===== src/rtl/jring_pkg.sv =====
package jring_pkg;
  localparam int ERR_IDX_W = 14;

  typedef enum logic [3:0] {
    A_SUB_SIZE = 4'd0,
    A_SUB_ADD  = 4'd1,
    A_SUB_IDX  = 4'd2,
    A_CPL_SIZE = 4'd3,
    A_CPL_REM  = 4'd4,
    A_CPL_IDX  = 4'd5,
    A_STATUS   = 4'd6,
    A_CONFIG   = 4'd7,
    A_COMMAND  = 4'd8
  } reg_addr_e;

  localparam logic [3:0] ERR_REMOVE_OVF = 4'd8;
  localparam logic [3:0] ERR_ADD_OVF    = 4'd9;

  typedef enum logic [1:0] {
    H_IDLE = 2'd0,
    H_PROG = 2'd1,
    H_DONE = 2'd2
  } halt_e;
endpackage


===== src/rtl/jring_ctr.sv =====
module jring_ctr #(
  parameter int RING_W    = 10,
  parameter bit LOAD_FULL = 1'b1
) (
  input  logic              clk,
  input  logic              rst_n,
  input  logic              load,
  input  logic [RING_W-1:0] load_size,
  input  logic [RING_W-1:0] size,
  input  logic              run,
  input  logic              sw_vld,
  input  logic [RING_W:0]   sw_n,
  input  logic              hw_evt,
  output logic [RING_W-1:0] level,
  output logic [RING_W-1:0] idx,
  output logic              sw_ovf,
  output logic              hw_ok
);
  logic [RING_W-1:0] reload;
  logic [RING_W-1:0] level_d, idx_d, sub_n;

  generate
    if (LOAD_FULL) begin : g_full
      assign reload = load_size;
    end else begin : g_empty
      assign reload = '0;
    end
  endgenerate

  assign sw_ovf = sw_vld && (sw_n > {1'b0, level});
  assign hw_ok  = run && hw_evt && (level < size);
  assign sub_n  = (sw_vld && !sw_ovf) ? sw_n[RING_W-1:0] : '0;

  always_comb begin
    level_d = level;
    idx_d   = idx;
    if (load) begin
      level_d = reload;
      idx_d   = '0;
    end else begin
      level_d = level - sub_n + {{(RING_W-1){1'b0}}, hw_ok};
      if (hw_ok) idx_d = (idx == size - 1'b1) ? '0 : idx + 1'b1;
    end
  end

  always_ff @(posedge clk or negedge rst_n) begin
    if (!rst_n) begin
      level <= '0;
      idx   <= '0;
    end else begin
      level <= level_d;
      idx   <= idx_d;
    end
  end


  level_le_size_chk: assert property (@(posedge clk) disable iff (!rst_n)
    level <= size);

  idx_in_ring_chk: assert property (@(posedge clk) disable iff (!rst_n)
    (size == '0) ? (idx == '0) : (idx < size));

  ovf_no_drop_chk: assert property (@(posedge clk) disable iff (!rst_n)
    (sw_ovf && !load) |=> (level >= $past(level)));
endmodule


===== src/rtl/jring_status.sv =====
module jring_status
  import jring_pkg::*;
#(
  parameter int RING_W = 10
) (
  input  logic                 clk,
  input  logic                 rst_n,
  input  logic                 rst_cmd,
  input  logic                 add_ovf,
  input  logic [RING_W-1:0]    add_idx,
  input  logic                 rm_ovf,
  input  logic [RING_W-1:0]    rm_idx,
  input  logic                 put_ok,
  input  logic                 w1c_vld,
  input  logic [31:0]          w1c_data,
  input  logic                 coal_en,
  input  logic                 stop_err,
  input  logic [7:0]           coal_thr,
  input  logic [7:0]           coal_tmo,
  output logic                 int_bit,
  output logic                 err_bit,
  output logic [3:0]           err_type,
  output logic [ERR_IDX_W-1:0] err_idx,
  output halt_e                halt,
  output logic                 eng_run
);
  logic                 int_d, err_d;
  logic [3:0]           type_d;
  logic [ERR_IDX_W-1:0] eidx_d;
  halt_e                halt_d;
  logic [7:0]           pend, pend_d, tmr, tmr_d, thr_eff;
  logic [8:0]           pend_n;
  logic                 fire;

  assign eng_run = (halt != H_PROG) && !(stop_err && err_bit);
  assign thr_eff = (coal_thr == 8'd0) ? 8'd1 : coal_thr;
  assign pend_n  = {1'b0, pend} + {8'd0, put_ok};

  always_comb begin
    fire = 1'b0;
    if (!coal_en) fire = put_ok;
    else if (put_ok && pend_n >= {1'b0, thr_eff}) fire = 1'b1;
    else if (pend != 8'd0 && coal_tmo != 8'd0 &&
             ({1'b0, tmr} + 9'd1) >= {1'b0, coal_tmo}) fire = 1'b1;
  end

  always_comb begin
    int_d  = int_bit;
    err_d  = err_bit;
    type_d = err_type;
    eidx_d = err_idx;
    halt_d = halt;
    pend_d = pend;
    tmr_d  = tmr;
    if (w1c_vld && w1c_data[0]) int_d = 1'b0;
    if (w1c_vld && w1c_data[1]) begin
      err_d  = 1'b0;
      type_d = 4'd0;
      eidx_d = '0;
    end
    if (w1c_vld && w1c_data[3] && halt == H_DONE) halt_d = H_IDLE;
    if (halt == H_PROG) halt_d = H_DONE;
    if (coal_en) begin
      pend_d = (pend_n > 9'd255) ? 8'd255 : pend_n[7:0];
      tmr_d  = (pend == 8'd0) ? 8'd0 : tmr + 8'd1;
    end
    if (fire) begin
      int_d  = 1'b1;
      pend_d = 8'd0;
      tmr_d  = 8'd0;
    end
    if (add_ovf) begin
      err_d  = 1'b1;
      type_d = ERR_ADD_OVF;
      eidx_d = ERR_IDX_W'(add_idx);
      int_d  = 1'b1;
    end else if (rm_ovf) begin
      err_d  = 1'b1;
      type_d = ERR_REMOVE_OVF;
      eidx_d = ERR_IDX_W'(rm_idx);
      int_d  = 1'b1;
    end
    if (rst_cmd) begin
      int_d  = 1'b0;
      err_d  = 1'b0;
      type_d = 4'd0;
      eidx_d = '0;
      pend_d = 8'd0;
      tmr_d  = 8'd0;
      halt_d = H_PROG;
    end
  end

  always_ff @(posedge clk or negedge rst_n) begin
    if (!rst_n) begin
      int_bit  <= 1'b0;
      err_bit  <= 1'b0;
      err_type <= 4'd0;
      err_idx  <= '0;
      halt     <= H_IDLE;
      pend     <= 8'd0;
      tmr      <= 8'd0;
    end else begin
      int_bit  <= int_d;
      err_bit  <= err_d;
      err_type <= type_d;
      err_idx  <= eidx_d;
      halt     <= halt_d;
      pend     <= pend_d;
      tmr      <= tmr_d;
    end
  end


  err_code_chk: assert property (@(posedge clk) disable iff (!rst_n)
    err_bit |-> (err_type == ERR_ADD_OVF || err_type == ERR_REMOVE_OVF));

  err_raises_int_chk: assert property (@(posedge clk) disable iff (!rst_n)
    $rose(err_bit) |-> int_bit);

  halt_step_chk: assert property (@(posedge clk) disable iff (!rst_n)
    (halt == H_PROG && !rst_cmd) |=> (halt == H_DONE));
endmodule


===== src/rtl/jring_mgr.sv =====
module jring_mgr
  import jring_pkg::*;
#(
  parameter int RING_W = 10,
  parameter int ADDR_W = 4
) (
  input  logic              clk,
  input  logic              rst_n,
  input  logic              wr_en,
  input  logic [ADDR_W-1:0] wr_addr,
  input  logic [31:0]       wr_data,
  input  logic [ADDR_W-1:0] rd_addr,
  output logic [31:0]       rd_data,
  input  logic              eng_take,
  input  logic              eng_put,
  output logic              irq
);
  logic [1:0]           rst_sync;
  logic                 rst_ni;
  logic [RING_W-1:0]    sub_size, cpl_size, sub_size_d, cpl_size_d;
  logic                 cfg_mask, cfg_coal, cfg_soe;
  logic [7:0]           cfg_tmo, cfg_thr;
  logic                 wr_sub_sz, wr_cpl_sz, wr_add, wr_rem, wr_stat, wr_cfg, rst_cmd;
  logic [RING_W-1:0]    room, sub_idx, full, cpl_idx;
  logic                 add_ovf, rm_ovf, take_ok, put_ok, eng_run, halt_prog;
  logic                 int_bit, err_bit;
  logic [3:0]           err_type;
  logic [ERR_IDX_W-1:0] err_idx;
  halt_e                halt;

  always_ff @(posedge clk or negedge rst_n) begin
    if (!rst_n) rst_sync <= 2'b00;
    else        rst_sync <= {rst_sync[0], 1'b1};
  end
  assign rst_ni = rst_sync[1];

  assign wr_sub_sz = wr_en && (wr_addr == ADDR_W'(A_SUB_SIZE));
  assign wr_cpl_sz = wr_en && (wr_addr == ADDR_W'(A_CPL_SIZE));
  assign wr_add    = wr_en && (wr_addr == ADDR_W'(A_SUB_ADD)) && !halt_prog;
  assign wr_rem    = wr_en && (wr_addr == ADDR_W'(A_CPL_REM)) && !halt_prog;
  assign wr_stat   = wr_en && (wr_addr == ADDR_W'(A_STATUS));
  assign wr_cfg    = wr_en && (wr_addr == ADDR_W'(A_CONFIG));
  assign rst_cmd   = wr_en && (wr_addr == ADDR_W'(A_COMMAND)) && wr_data[0];
  assign halt_prog = (halt == H_PROG);

  assign sub_size_d = wr_sub_sz ? wr_data[RING_W-1:0] : sub_size;
  assign cpl_size_d = wr_cpl_sz ? wr_data[RING_W-1:0] : cpl_size;

  always_ff @(posedge clk or negedge rst_ni) begin
    if (!rst_ni) begin
      sub_size <= '0;
      cpl_size <= '0;
      cfg_mask <= 1'b0;
      cfg_coal <= 1'b0;
      cfg_soe  <= 1'b0;
      cfg_tmo  <= 8'd0;
      cfg_thr  <= 8'd0;
    end else begin
      sub_size <= sub_size_d;
      cpl_size <= cpl_size_d;
      if (wr_cfg) begin
        cfg_mask <= wr_data[0];
        cfg_coal <= wr_data[1];
        cfg_soe  <= wr_data[2];
        cfg_tmo  <= wr_data[15:8];
        cfg_thr  <= wr_data[23:16];
      end
    end
  end

  jring_ctr #(.RING_W(RING_W), .LOAD_FULL(1'b1)) u_sub (
    .clk(clk), .rst_n(rst_ni),
    .load(wr_sub_sz || rst_cmd), .load_size(sub_size_d), .size(sub_size),
    .run(eng_run), .sw_vld(wr_add), .sw_n(wr_data[RING_W:0]),
    .hw_evt(eng_take), .level(room), .idx(sub_idx),
    .sw_ovf(add_ovf), .hw_ok(take_ok)
  );

  jring_ctr #(.RING_W(RING_W), .LOAD_FULL(1'b0)) u_cpl (
    .clk(clk), .rst_n(rst_ni),
    .load(wr_cpl_sz || rst_cmd), .load_size(cpl_size_d), .size(cpl_size),
    .run(eng_run), .sw_vld(wr_rem), .sw_n(wr_data[RING_W:0]),
    .hw_evt(eng_put), .level(full), .idx(cpl_idx),
    .sw_ovf(rm_ovf), .hw_ok(put_ok)
  );

  jring_status #(.RING_W(RING_W)) u_stat (
    .clk(clk), .rst_n(rst_ni), .rst_cmd(rst_cmd),
    .add_ovf(add_ovf), .add_idx(sub_idx), .rm_ovf(rm_ovf), .rm_idx(cpl_idx),
    .put_ok(put_ok), .w1c_vld(wr_stat), .w1c_data(wr_data),
    .coal_en(cfg_coal), .stop_err(cfg_soe), .coal_thr(cfg_thr), .coal_tmo(cfg_tmo),
    .int_bit(int_bit), .err_bit(err_bit), .err_type(err_type), .err_idx(err_idx),
    .halt(halt), .eng_run(eng_run)
  );

  always_comb begin
    rd_data = 32'd0;
    case (rd_addr)
      ADDR_W'(A_SUB_SIZE): rd_data = 32'(sub_size);
      ADDR_W'(A_SUB_ADD):  rd_data = 32'(room);
      ADDR_W'(A_SUB_IDX):  rd_data = 32'(sub_idx);
      ADDR_W'(A_CPL_SIZE): rd_data = 32'(cpl_size);
      ADDR_W'(A_CPL_REM):  rd_data = 32'(full);
      ADDR_W'(A_CPL_IDX):  rd_data = 32'(cpl_idx);
      ADDR_W'(A_STATUS):   rd_data = {2'b00, err_idx, 4'd0, err_type, 4'd0,
                                      halt, err_bit, int_bit};
      ADDR_W'(A_CONFIG):   rd_data = {8'd0, cfg_thr, cfg_tmo, 5'd0,
                                      cfg_soe, cfg_coal, cfg_mask};
      default:             rd_data = 32'd0;
    endcase
  end

  assign irq = int_bit && !cfg_mask;


  soe_blocks_chk: assert property (@(posedge clk) disable iff (!rst_ni)
    (cfg_soe && err_bit) |-> !(take_ok || put_ok));

  halt_freeze_chk: assert property (@(posedge clk) disable iff (!rst_ni)
    halt_prog |=> (sub_idx == $past(sub_idx) && full == $past(full)));
endmodule


===== config.mk =====
export PLATFORM = sky130hd
export DESIGN_NAME = jring_mgr
export DESIGN_NICKNAME = d
export VERILOG_FILES = /design/src/rtl/jring_pkg.sv /design/src/rtl/jring_ctr.sv /design/src/rtl/jring_status.sv /design/src/rtl/jring_mgr.sv
export SDC_FILE = /design/constraint.sdc
export NUM_CORES = 1
export LEC_CHECK = 0
export ABC_CLOCK_PERIOD_IN_PS = 4000
export BUFFER_PORTS_ARGS = -buffer_cell sky130_fd_sc_hd__buf_2
export CAP_MARGIN = 10
export CORE_UTILIZATION = 61
export CTS_CLUSTER_DIAMETER = 150
export DETAILED_ROUTE_END_ITERATION = 8
export GPL_ROUTABILITY_DRIVEN = 0
export PLACE_DENSITY = 0.81
export RECOVER_POWER = 25
export SYNTH_ARGS = -nofsm -noshare
export SYNTH_HDL_FRONTEND = slang
export SYNTH_SLANG_ARGS = --single-unit

===== constraint.sdc =====
create_clock -name clk -period 4 [get_ports clk]
set_clock_uncertainty 0.1 [all_clocks]
set_input_delay 0.8 -clock clk [delete_from_list [all_inputs] [get_ports clk]]
set_output_delay 0.8 -clock clk [all_outputs]
set_load 0.02 [all_outputs]

; ---- Word-level counts from Yosys, hierarchy flattened
; Cells that the tools add are included.
[word_totals]
reg_bits = 119
out_inout_bits = 33
wordCells = 146
[classes]
n_addsub = 11
n_lt_le_gt_ge = 7
eq_ne = 18
mux = 44
reduce_logical = 47
[op_table]
columns = operator, count
row1 = $pmux 30 s8, 1
row2 = $mux 10, 11
row3 = $mux 8, 9
row4 = $mux 14, 4
row5 = $eq 4x3->1 const B, 7
row6 = $logic_and 1x1->1, 28
row7 = $gt 11x10->1, 2
row8 = $add 10x1->10, 2
row9 = $add 10x1->10 const B, 2
row10 = $eq 10x10->1, 2
row11 = $lt 10x10->1, 2
row12 = $sub 10x1->10 const B, 2
row13 = $sub 10x10->10, 2
row14 = $ge 9x8->1, 2
row15 = $logic_not 8->1, 2
row16 = $mux 4, 4
row17 = $reduce_bool 8->1, 2
row18 = $eq 4x2->1 const B, 3
row19 = $mux 1, 12
row20 = $add 8x1->9, 1
row21 = $add 8x1->9 const B, 1
row22 = $gt 9x8->1 const B, 1
row23 = $add 8x1->8 const B, 1
row24 = $eq 4x1->1 const B, 2
row25 = 12 further kinds, 22

; ---- Longest topological paths before layout
; Gate-level depths: netlist (run 1).
[logic_depth]
depth_word = 14
ltp_mapped = 21
depth_no_buf = 19

; ---- Hierarchy
; A second synthesis (run 1) with hierarchy kept.
[hier_totals]
cells_unflattened = 984
hier_area_um2 = 9150.0
[modules_own_cells]
columns = module, instances, cells_per_inst, area_per_inst_um2, seq_area_each_um2
row1 = jring_mgr, 1, 214, 2422.3, 1026.0
row2 = jring_ctr at u_cpl, 1, 269, 2293.4, 500.5
row3 = jring_ctr at u_sub, 1, 268, 2257.2, 500.5
row4 = jring_status, 1, 233, 2177.1, 775.7

; ---- Least setup slack after synthesis (run 1)
; Ideal clock, no wire load.
[synth_path]
path_kind = input port to flip-flop
startpoint = input wr_data[6]
endpoint = register u_cpl.level[8]
setup_ns = 0.119
t_arrival_ns = 4.260
required_time_ns = 3.781
path_slack_ns = -0.479
cell_stages = 19
n_path_buf = 1
cell_sequence = ha_1 nand3_1 o21ai_0 a21oi_1 a211oi_1 nor2b_1 clkbuf_1 and2_1 ha_1 inv_1 ha_1 fa_1 a21o_1 a21oi_1 o21bai_1 a2111oi_0 nor3_1 xor2_1 and2_1
[synth_via]
elab_chain_cells = 8
[synth_rtl]
columns = element, line_no
row1 = "start, declared", jring_mgr.sv:11  ; input logic [31:0] wr_data,
row2 = $gt 11x10->1, jring_ctr.sv:30  ; assign sw_ovf = sw_vld && (sw_n > {1'b0, level});
row3 = $logic_and 1x1->1, jring_ctr.sv:30
row4 = $logic_not 1->1, jring_ctr.sv:32  ; assign sub_n = (sw_vld && !sw_ovf) ? sw_n[RING_W-1:0] : '0;
row5 = $logic_and 1x1->1, jring_ctr.sv:32
row6 = $mux 10 (*), jring_ctr.sv:32
row7 = $sub 10x10->10 (*), jring_ctr.sv:41  ; level_d = level - sub_n + {{(RING_W-1){1'b0}}, hw_ok};
row8 = $add 10x1->10 (*), jring_ctr.sv:41
row9 = $mux 10 (*), jring_ctr.sv:37  ; if (load) begin
row10 = named net u_cpl.level_d[8], jring_ctr.sv:20  ; logic [RING_W-1:0] level_d, idx_d, sub_n;
row11 = "end signal, assigned", jring_ctr.sv:51  ; level <= level_d;
row12 = "end, declared", jring_ctr.sv:14  ; output logic [RING_W-1:0] level,
; Mark *: on every way through the listed nets, which the timed path passes. The rest lies on a longest branch.
; A chain may end at the register's enable or synchronous reset.

; ---- Worst setup path after layout (run 1)
[layout_path]
startpoint = register cpl_size[7]
endpoint = register u_stat.tmr[7]
[layout_via]
elab_chain_cells = 9
[layout_rtl]
columns = element, line_no
row1 = "start, declared", jring_mgr.sv:20  ; logic [RING_W-1:0] sub_size, cpl_size, sub_size_d, cpl_size_d;
row2 = "start signal, assigned", jring_mgr.sv:60  ; cpl_size <= cpl_size_d;
row3 = $lt 10x10->1 (*), jring_ctr.sv:31  ; assign hw_ok = run && hw_evt && (level < size);
row4 = $logic_and 1x1->1 (*), jring_ctr.sv:31
row5 = $add 8x1->9, jring_status.sv:37  ; assign pend_n = {1'b0, pend} + {8'd0, put_ok};
row6 = $ge 9x8->1, jring_status.sv:42  ; else if (put_ok && pend_n >= {1'b0, thr_eff}) fire = 1'b1;
row7 = $logic_and 1x1->1, jring_status.sv:42
row8 = $mux 1, jring_status.sv:42
row9 = $mux 1 (*), jring_status.sv:41  ; if (!coal_en) fire = put_ok;
row10 = $mux 8, jring_status.sv:67  ; if (fire) begin
row11 = $mux 8, jring_status.sv:83  ; if (rst_cmd) begin
row12 = "end signal, assigned", jring_status.sv:110  ; tmr <= tmr_d;
row13 = "end, declared", jring_status.sv:31  ; logic [7:0] pend, pend_d, tmr, tmr_d, thr_eff;
; Mark *: on every way between the ends. The rest lies on a longest branch, timed or not.

==> impl_metrics.csv, run 1 <==
group,metric,value,unit
setup_path,timing_worst_setup_path_type,"register to register",
cells_and_area,final_instance_area,11100,µm²
yosys,synth.most_common_cell,"sky130_fd_sc_hd__dfrtp_1",
grt,grt_pass1_vias,8253,
grt,total_overflow_reported_by_the_global_router,0,
yosys,synth-seq-cells,112,
yosys,synth_sequential_area_ratio,32.0,%
grt,antenna_violations_before_repair,3,
cells_and_area,area.sequential,2800,µm²
cts,clk_root_buffer_cell,"sky130_fd_sc_hd__clkbuf_16",
cts,clock_transition_at_the_register_clock_pins_on_the_worst_setup_and_hold_paths_after_cts,0.07,ns
die,io_pins,78,
yosys,synth.largest_area_cell,"sky130_fd_sc_hd__dfrtp_1",
yosys,yosys-top-cells-count,"sky130_fd_sc_hd__dfrtp_1 (112), sky130_fd_sc_hd__ha_1 (97), sky130_fd_sc_hd__nand2_1 (80), sky130_fd_sc_hd__inv_1 (72), sky130_fd_sc_hd__nor2_1 (68)",
routing,postRouteWirelength,29200,µm
timing,rsz0062_at_grt,"true",
die,placementRows,43,
yosys,count_of_flip_flops_with_a_built_in_enable_after_synthesis,0,
flow_run,max-cap-violations,1,
pwr,power.ir.vdd_worst,0.770,mV
place,portBuffers,63,
routing,postRouteAntennaNets,0,
timing,final_period_utilization,103,%
timing,max_slew.worst_pin.slew,1.68,ns
setup_path,worstSetupStartpointType,"register",
grt,pin_count_of_the_biggest_net_entering_global_routing,42,
routing,detailroute.via_count,8717,
cts,cts.path.max_buffers,2,
run_status,failed_checks,"capacitance limit, slew limit, setup timing",
die,die_width,122,µm
grt,grt_use_total,38.1,%
timing,timing.final.max_slew_violations,42,
setup_path,crit_fanout,8,
yosys,netlist_top_cells_area,"sky130_fd_sc_hd__dfrtp_1 (32%), sky130_fd_sc_hd__ha_1 (14%), sky130_fd_sc_hd__mux2_2 (3.6%)",
pwr,p_int,4.40,mW
cells_and_area,multi_input_comb_area,6130,µm²
cells_and_area,fillers,887,
die,die_area,14900,µm²
timing,timing.hold.ws,0.102,ns
yosys,synth_largest_type_area_fraction,32.0,%
timing,finalWorstSetupSlack,-0.128,ns
die,core_area,13900,µm²
timing,hold_violations,0,
yosys,syn-instance-count,988,
timing,final.min_clock_period,4.13,ns
setup_path,setup.worst_path.end_class,"register",
cts,clock_tree_from_tritoncts,"built",
yosys,synth-warning-count,0,
place,detailedPlacementHpwl,19800,µm
timing,max-slew-margin-rel,-12.1,%
cells_and_area,finish.net_count,1298,
worst_hold_path,holdCritPathClass,"primary input to async pin",
cts,htree_levels,3,
die,die_height,122,µm
run_status,run_status,"finished, violations left",
yosys,async_flop_share,100,%
cells_and_area,areaGrowthSynthToFinish,27.1,%
timing,max_freq,242,MHz
routing,avgViaCountPerCell,6.50,
cts,cts_inserted_buffers,9,
setup_path,required,4.20,ns
setup_path,timing.critical_path.arrival,4.33,ns
pwr,pwr-share-clk,12.4,%
cts,clkLatencyLatePin,0.37,ns
grt,grt_first_pass_wirelength,42800,µm
yosys,post_synth_instance_area,8760,µm²
cells_and_area,post-route-util,79.9,%
timing,final-setup-viol-count,20,
yosys,synth.avg_cell_area,8.87,µm²
cts,clock_sinks,112,
routing,initialDrtViolationCount,849,
pwr,leakagePower,5.26,nW
cells_and_area,layout-drive-gt1-share,29.3,%
pwr,seqPwrFrac,25.4,%
pwr,power_density_normalized_to_cell_area,704,nW/µm²
pwr,power.share.combinational,62.2,%
yosys,synthFlopType,"sky130_fd_sc_hd__dfrtp_1",
yosys,netlist-cell-type-count,77,
routing,remaining_drc_errors,0,
routing,route.detailed.wl_per_inst,21.7,µm
routing,drtPass1Iterations,6,
place,placedInstanceArea,10200,µm²
pwr,swShare,43.9,%
pwr,netSwitchingPower,3.44,mW
die,starting_utilization_of_the_core_area,62.9,%
cts,cts.hold.buffers_added,0,
## placed cells by master (no fill, tap or decap), types with 6 or more instances in the layout
cell type / count
sky130_fd_sc_hd__o22ai_1: 10
sky130_fd_sc_hd__mux2i_1: 22
sky130_fd_sc_hd__nand2_1: 77
sky130_fd_sc_hd__nor2_4: 6
sky130_fd_sc_hd__nand3_1: 25
sky130_fd_sc_hd__a22oi_1: 7
sky130_fd_sc_hd__and2_1: 10
sky130_fd_sc_hd__clkbuf_16: 9
sky130_fd_sc_hd__a21o_1: 17
sky130_fd_sc_hd__xnor2_1: 28
sky130_fd_sc_hd__ha_4: 21
sky130_fd_sc_hd__mux2_2: 27
sky130_fd_sc_hd__inv_1: 65
sky130_fd_sc_hd__dfrtp_1: 112
sky130_fd_sc_hd__nor2b_1: 18
sky130_fd_sc_hd__and3_1: 23
sky130_fd_sc_hd__ha_1: 73
sky130_fd_sc_hd__nand4_1: 13
sky130_fd_sc_hd__nor2_1: 52
sky130_fd_sc_hd__conb_1: 7
sky130_fd_sc_hd__a22o_1: 14
sky130_fd_sc_hd__nor4_1: 10
sky130_fd_sc_hd__o21a_1: 8
sky130_fd_sc_hd__buf_4: 122
sky130_fd_sc_hd__xor2_1: 19
sky130_fd_sc_hd__o21ai_0: 52
sky130_fd_sc_hd__buf_6: 10
sky130_fd_sc_hd__a21oi_2: 7
sky130_fd_sc_hd__nor3_1: 23
sky130_fd_sc_hd__nor2_2: 10
sky130_fd_sc_hd__o211ai_1: 6
sky130_fd_sc_hd__a21oi_1: 52
sky130_fd_sc_hd__buf_2: 56
sky130_fd_sc_hd__nand2b_1: 7
## kinds of logic after synthesis
group	count (synthesis)	synth area share [%]
flip-flops	112	32.0
AND/OR/NAND/NOR	319	18.8
XOR/XNOR	50	5.15
other	2	0.0857
adder cells (fa/ha/maj)	99	14.3
buffers and inverters	117	5.44
multiplexers	51	6.37
AO/OA/AOI/OAI	238	17.8
## through the flow
stage | cells | power, mW | setup slack (ns) | TNS, ns
2_1_floorplan | 993 | 4.57 | -0.136 | -0.136
3_3_place_gp | 1307 | 5.83 | -0.395 | -5.58
3_5_place_dp | 1307 | 6.04 | -0.500 | -8.38
4_1_cts | 1328 | 7.21 | -0.107 | -1.57
5_1_grt | 1341 | 8.33 | -0.261 | -4.94
6_report | 1342 | 7.84 | -0.128 | -2.08
## flip-flops by register name, summed over array words and instances (netlist names), 8 cells and up
name            flops
cfg_thr             8
u_stat.tmr          8
u_stat.pend         8
cpl_size           10
u_cpl.level        10
u_sub.level        10
sub_size           10
cfg_tmo             8
u_stat.err_idx     10
u_cpl.idx          10
u_sub.idx          10
## per-layer routing
| metal | routed length, µm | global-route usage [%] |
|---|---|---|
| met1 | 10700 | 46.5 |
| met2 | 13900 | 63.2 |
| met3 | 2380 | 5.29 |
| met4 | 2130 | 24.6 |
| met5 | 0 | 0 |
## area by class of cell
class                           instances  share of cell area, %
Multi-Input combinational cell        764                   55.0
Sequential cell                       112                   25.2
Timing Repair Buffer                  195                   12.4
Inverter                               72                   2.48
Clock buffer                           11                   2.27
Tap cell                              180                   2.02
Clock inverter                          5                  0.539
Antenna cell                            3                 0.0674
## power groups by stage
stage | registers (mW) | clock network, mW | logic (mW)
2_1_floorplan | 1.81 | 0 | 2.76
3_3_place_gp | 1.95 | 0 | 3.88
3_5_place_dp | 1.97 | 0 | 4.07
4_1_cts | 1.95 | 0.971 | 4.28
5_1_grt | 2.02 | 1.02 | 5.29
6_report | 1.99 | 0.972 | 4.88
## final timing paths
kind / start / to / slack (ns) / depth (start not counted)
setup / recovery: cpl_size[7]$_DFFE_PN0P_ / u_stat.tmr[7]$_DFFE_PN0P_ / -0.13 / 20
setup reg to reg: cpl_size[7]$_DFFE_PN0P_ / u_stat.tmr[7]$_DFFE_PN0P_ / -0.13 / 20
hold / removal: rst_n / rst_sync[0]$_DFF_PN0_ / 0.10 / 1
max in group asynchronous: rst_sync[1]$_DFF_PN0_ / u_sub.idx[1]$_DFFE_PN0P_ / 1.55 / 1
min in group clk: rst_sync[0]$_DFF_PN0_ / rst_sync[1]$_DFF_PN0_ / 0.25 / 0
hold reg to reg: rst_sync[0]$_DFF_PN0_ / rst_sync[1]$_DFF_PN0_ / 0.25 / 0
## worst max-delay path, cell delays in order (launching register included)
cell	delay (ns)
sky130_fd_sc_hd__dfrtp_1	0.39
sky130_fd_sc_hd__inv_2	0.09
sky130_fd_sc_hd__ha_4	0.20
sky130_fd_sc_hd__o211a_1	0.22
sky130_fd_sc_hd__o21ai_1	0.10
sky130_fd_sc_hd__nor4b_4	0.23
sky130_fd_sc_hd__o21ai_2	0.12
sky130_fd_sc_hd__inv_2	0.11
sky130_fd_sc_hd__ha_4	0.16
sky130_fd_sc_hd__ha_4	0.13
sky130_fd_sc_hd__and3_4	0.17
sky130_fd_sc_hd__and3_4	0.22
sky130_fd_sc_hd__xor2_4	0.19
sky130_fd_sc_hd__ha_4	0.23
sky130_fd_sc_hd__and4_1	0.15
sky130_fd_sc_hd__a221oi_2	0.22
sky130_fd_sc_hd__a21boi_1	0.13
sky130_fd_sc_hd__o31a_1	0.34
sky130_fd_sc_hd__a211o_4	0.32
sky130_fd_sc_hd__buf_8	0.16
sky130_fd_sc_hd__nor2_2	0.07
## repair_timing
| action | in CTS | in global routing |
|---|---|---|
| pin swaps | 22 | 37 |
| buffers inserted | 5 | 13 |
| endpoints found under the setup margin | 20 | 23 |
| gates cloned | 0 | 0 |
| gates resized for setup | 39 | 65 |
Power figures use the tool's default switching activity.
==> inputs of run 2 (changes only) <==
--- a/config.mk
+++ b/config.mk
@@ -5,6 +5,7 @@
 export SDC_FILE = /design/constraint.sdc
 export NUM_CORES = 1
 export LEC_CHECK = 0
+export ABC_AREA = 1
 export ABC_CLOCK_PERIOD_IN_PS = 4000
 export BUFFER_PORTS_ARGS = -buffer_cell sky130_fd_sc_hd__buf_2
 export CAP_MARGIN = 10
==> impl_metrics.csv, run 2 <==
group,metric,value,unit
cells_and_area,antenna_cells,0,
timing,max_freq,269,MHz
routing,route.detailed.wl_per_inst,16.3,µm
cells_and_area,finish.net_count,1422,
yosys,netlist_top_cells_area,"sky130_fd_sc_hd__dfrtp_1 (32%), sky130_fd_sc_hd__ha_1 (14%), sky130_fd_sc_hd__nand2_1 (11%)",
cts,clock_tree_from_tritoncts,"built",
die,die_width,123,µm
cts,clock_transition_at_the_register_clock_pins_on_the_worst_setup_and_hold_paths_after_cts,0.08,ns
timing,max-slew-margin-rel,-48.3,%
grt,total_overflow_reported_by_the_global_router,0,
place,detailedPlacementHpwl,18600,µm
grt,grt_pass1_vias,7884,
cells_and_area,fillers,1208,
timing,timing.hold.ws,0.108,ns
place,portBuffers,63,
cts,htree_levels,3,
pwr,power.ir.vdd_worst,0.537,mV
timing,final.min_clock_period,3.72,ns
routing,drtPass1Iterations,5,
yosys,syn-instance-count,1191,
die,io_pins,78,
cts,post-cts-setup-buffers,0,
cts,clk_root_buffer_cell,"sky130_fd_sc_hd__clkbuf_16",
die,placementRows,43,
cells_and_area,layout-drive-gt1-share,11.9,%
cts,cts.path.max_buffers,2,
run_status,failed_checks,"capacitance limit, slew limit",
cts,cts_inserted_buffers,9,
pwr,leakagePower,5.19,nW
flow_run,max-cap-violations,1,
setup_path,timing.critical_path.arrival,3.90,ns
routing,initialDrtViolationCount,670,
yosys,synth-warning-count,0,
routing,remaining_drc_errors,0,
run_status,run_status,"finished, violations left",
yosys,synthFlopType,"sky130_fd_sc_hd__dfrtp_1",
yosys,post_synth_instance_area,8870,µm²
routing,postRouteAntennaNets,0,
yosys,async_flop_share,100,%
timing,aggregate_negative_setup_slack,0,ns
cells_and_area,final_common_cell,"sky130_fd_sc_hd__nand2_1",
yosys,yosys-top-cells-count,"sky130_fd_sc_hd__nand2_1 (254), sky130_fd_sc_hd__inv_1 (183), sky130_fd_sc_hd__dfrtp_1 (112), sky130_fd_sc_hd__nor2_1 (102), sky130_fd_sc_hd__ha_1 (97)",
timing,final_period_utilization,93.0,%
grt,grt_use_total,33.8,%
yosys,synth_largest_type_area_fraction,31.6,%
setup_path,setup.worst_path.end_class,"register",
grt,pin_count_of_the_biggest_net_entering_global_routing,54,
timing,hold_violations,0,
setup_path,timing_worst_setup_path_type,"primary input to register",
die,starting_utilization_of_the_core_area,63.2,%
yosys,synth-seq-cells,112,
timing,max_slew.worst_pin.slew,2.22,ns
grt,antenna_violations_before_repair,0,
cells_and_area,post-route-util,70.5,%
routing,postRouteWirelength,23900,µm
setup_path,worst_r2r_path_depth,21,
worst_hold_path,holdCritPathClass,"primary input to async pin",
pwr,post-layout-total-power,6.53,mW
pwr,power_density_normalized_to_cell_area,659,nW/µm²
yosys,netlist-cell-type-count,48,
die,die_area,15000,µm²
timing,rsz0062_at_grt,"false",
yosys,synth.largest_area_cell,"sky130_fd_sc_hd__dfrtp_1",
setup_path,worstSetupStartpointType,"primary input",
timing,timing.final.max_slew_violations,54,
cts,clkLatencyLatePin,0.36,ns
yosys,count_of_flip_flops_with_a_built_in_enable_after_synthesis,0,
timing,final-setup-viol-count,0,
die,die_height,123,µm
routing,detailroute.via_count,8365,
routing,avgViaCountPerCell,5.72,
yosys,synth.most_common_cell,"sky130_fd_sc_hd__nand2_1",
cells_and_area,areaGrowthSynthToFinish,11.6,%
setup_path,crit_fanout,4,
yosys,synth_sequential_area_ratio,31.6,%
die,core_area,14000,µm²
setup_path,required,4.18,ns
yosys,synth.avg_cell_area,7.45,µm²
grt,grt_first_pass_wirelength,38600,µm
cts,clock_sinks,112,
cells_and_area,layout_common_cells,"sky130_fd_sc_hd__nand2_1 (252), sky130_fd_sc_hd__inv_1 (183), sky130_fd_sc_hd__dfrtp_1 (111)",
-- run 2: cell count changes in the layout (fill, tap and decap cells not counted), sizes merged, moves of 22 or more --
cell and change:
nand2 +183, inv +118, buf -92, nor2 +41
o21ai +40, mux2 -28, and3 -26, nand4 +23
mux2i -22
-- run 2: critical path, cell delays in order --
cell	delay [ns]
sky130_fd_sc_hd__buf_2	0.15
sky130_fd_sc_hd__buf_4	0.15
sky130_fd_sc_hd__ha_1	0.26
sky130_fd_sc_hd__nand2_1	0.06
sky130_fd_sc_hd__nor2_1	0.16
sky130_fd_sc_hd__nand3_1	0.11
sky130_fd_sc_hd__nand3_1	0.12
sky130_fd_sc_hd__nand2_1	0.07
sky130_fd_sc_hd__nand2_1	0.10
sky130_fd_sc_hd__nor2_1	0.05
sky130_fd_sc_hd__ha_1	0.27
sky130_fd_sc_hd__inv_1	0.04
sky130_fd_sc_hd__ha_1	0.20
sky130_fd_sc_hd__fa_1	0.39
sky130_fd_sc_hd__nand2_1	0.08
sky130_fd_sc_hd__inv_1	0.05
sky130_fd_sc_hd__o21ai_0	0.17
sky130_fd_sc_hd__nand2_1	0.11
sky130_fd_sc_hd__nand2_1	0.07
sky130_fd_sc_hd__nand2_1	0.04
sky130_fd_sc_hd__a21oi_1	0.17
sky130_fd_sc_hd__o21ai_0	0.10
sky130_fd_sc_hd__a21oi_1	0.15
-- run 2: worst paths after layout --
check	to	from	slack, ns
setup / recovery	u_cpl.level[6]$_DFF_PN0_	wr_data[5]	0.28
hold / removal	rst_sync[1]$_DFF_PN0_	rst_n	0.11
setup reg to reg	u_stat.tmr[5]$_DFFE_PN0P_	u_cpl.level[9]$_DFF_PN0_	0.33
hold reg to reg	rst_sync[1]$_DFF_PN0_	rst_sync[0]$_DFF_PN0_	0.25
max in group asynchronous	sub_size[6]$_DFF_PN0_	rst_sync[1]$_DFF_PN0_	1.22
min in group clk	rst_sync[1]$_DFF_PN0_	rst_sync[0]$_DFF_PN0_	0.25
-- run 2: final cells by class --
type	instances	area, µm²	area share (%)
timing repair buffer	103	607	6.13
multi-input combinational	861	5210	52.6
tap	180	225	2.27
inverter	191	717	7.24
clock inverter	6	96.3	0.973
sequential	112	2800	28.3
clock buffer	10	239	2.41
-- run 2: report_power, final --
group / leakage, nW / internal (mW) / switching, mW / total, mW
registers: 1.37 / 1.51 / 0.416 / 1.93
logic: 3.66 / 1.45 / 2.12 / 3.57
clock network: 0.162 / 0.576 / 0.453 / 1.03
-- run 2: kinds of logic after synthesis --
kind of cell               Yosys count  share of synthesized area (%)
and+or+nand+nor                    474                           23.8
AOI/OAI and AO/OA                  230                           15.0
buffers and inverters              223                           10.1
DFF                                112                           31.6
adders and majority gates           99                           14.1
xor gates and xnor gates            51                           5.34
other                                2                         0.0846
-- run 2: repair_timing --
item,CTS,global route
resized for setup,0,5
setup endpoints to repair,0,14
hold buffers,0,0
endpoints found under the hold margin,0,0
-- run 2: routing by layer --
| layer | track usage (%) | vias to the layer above | wire length, µm |
|---|---|---|---|
| met1 | 42.8 | 3830 | 9920 |
| met4 | 19.4 | 0 | 1330 |
| met2 | 54.5 | 340 | 10600 |
| li1 | - | 4092 | - |
| met3 | 5.72 | 103 | 1990 |
| met5 | 0 | - | 0 |
-- run 2: stage by stage --
stage	worst slack, ns	cell area [µm²]	cells
after CTS	0.303	9890	1463
after detailed placement	-0.0301	9560	1447
final	0.281	9900	1463
after floorplan	0.289	8890	1196
after global routing	0.0115	9900	1463
after global placement	0.0386	9560	1447
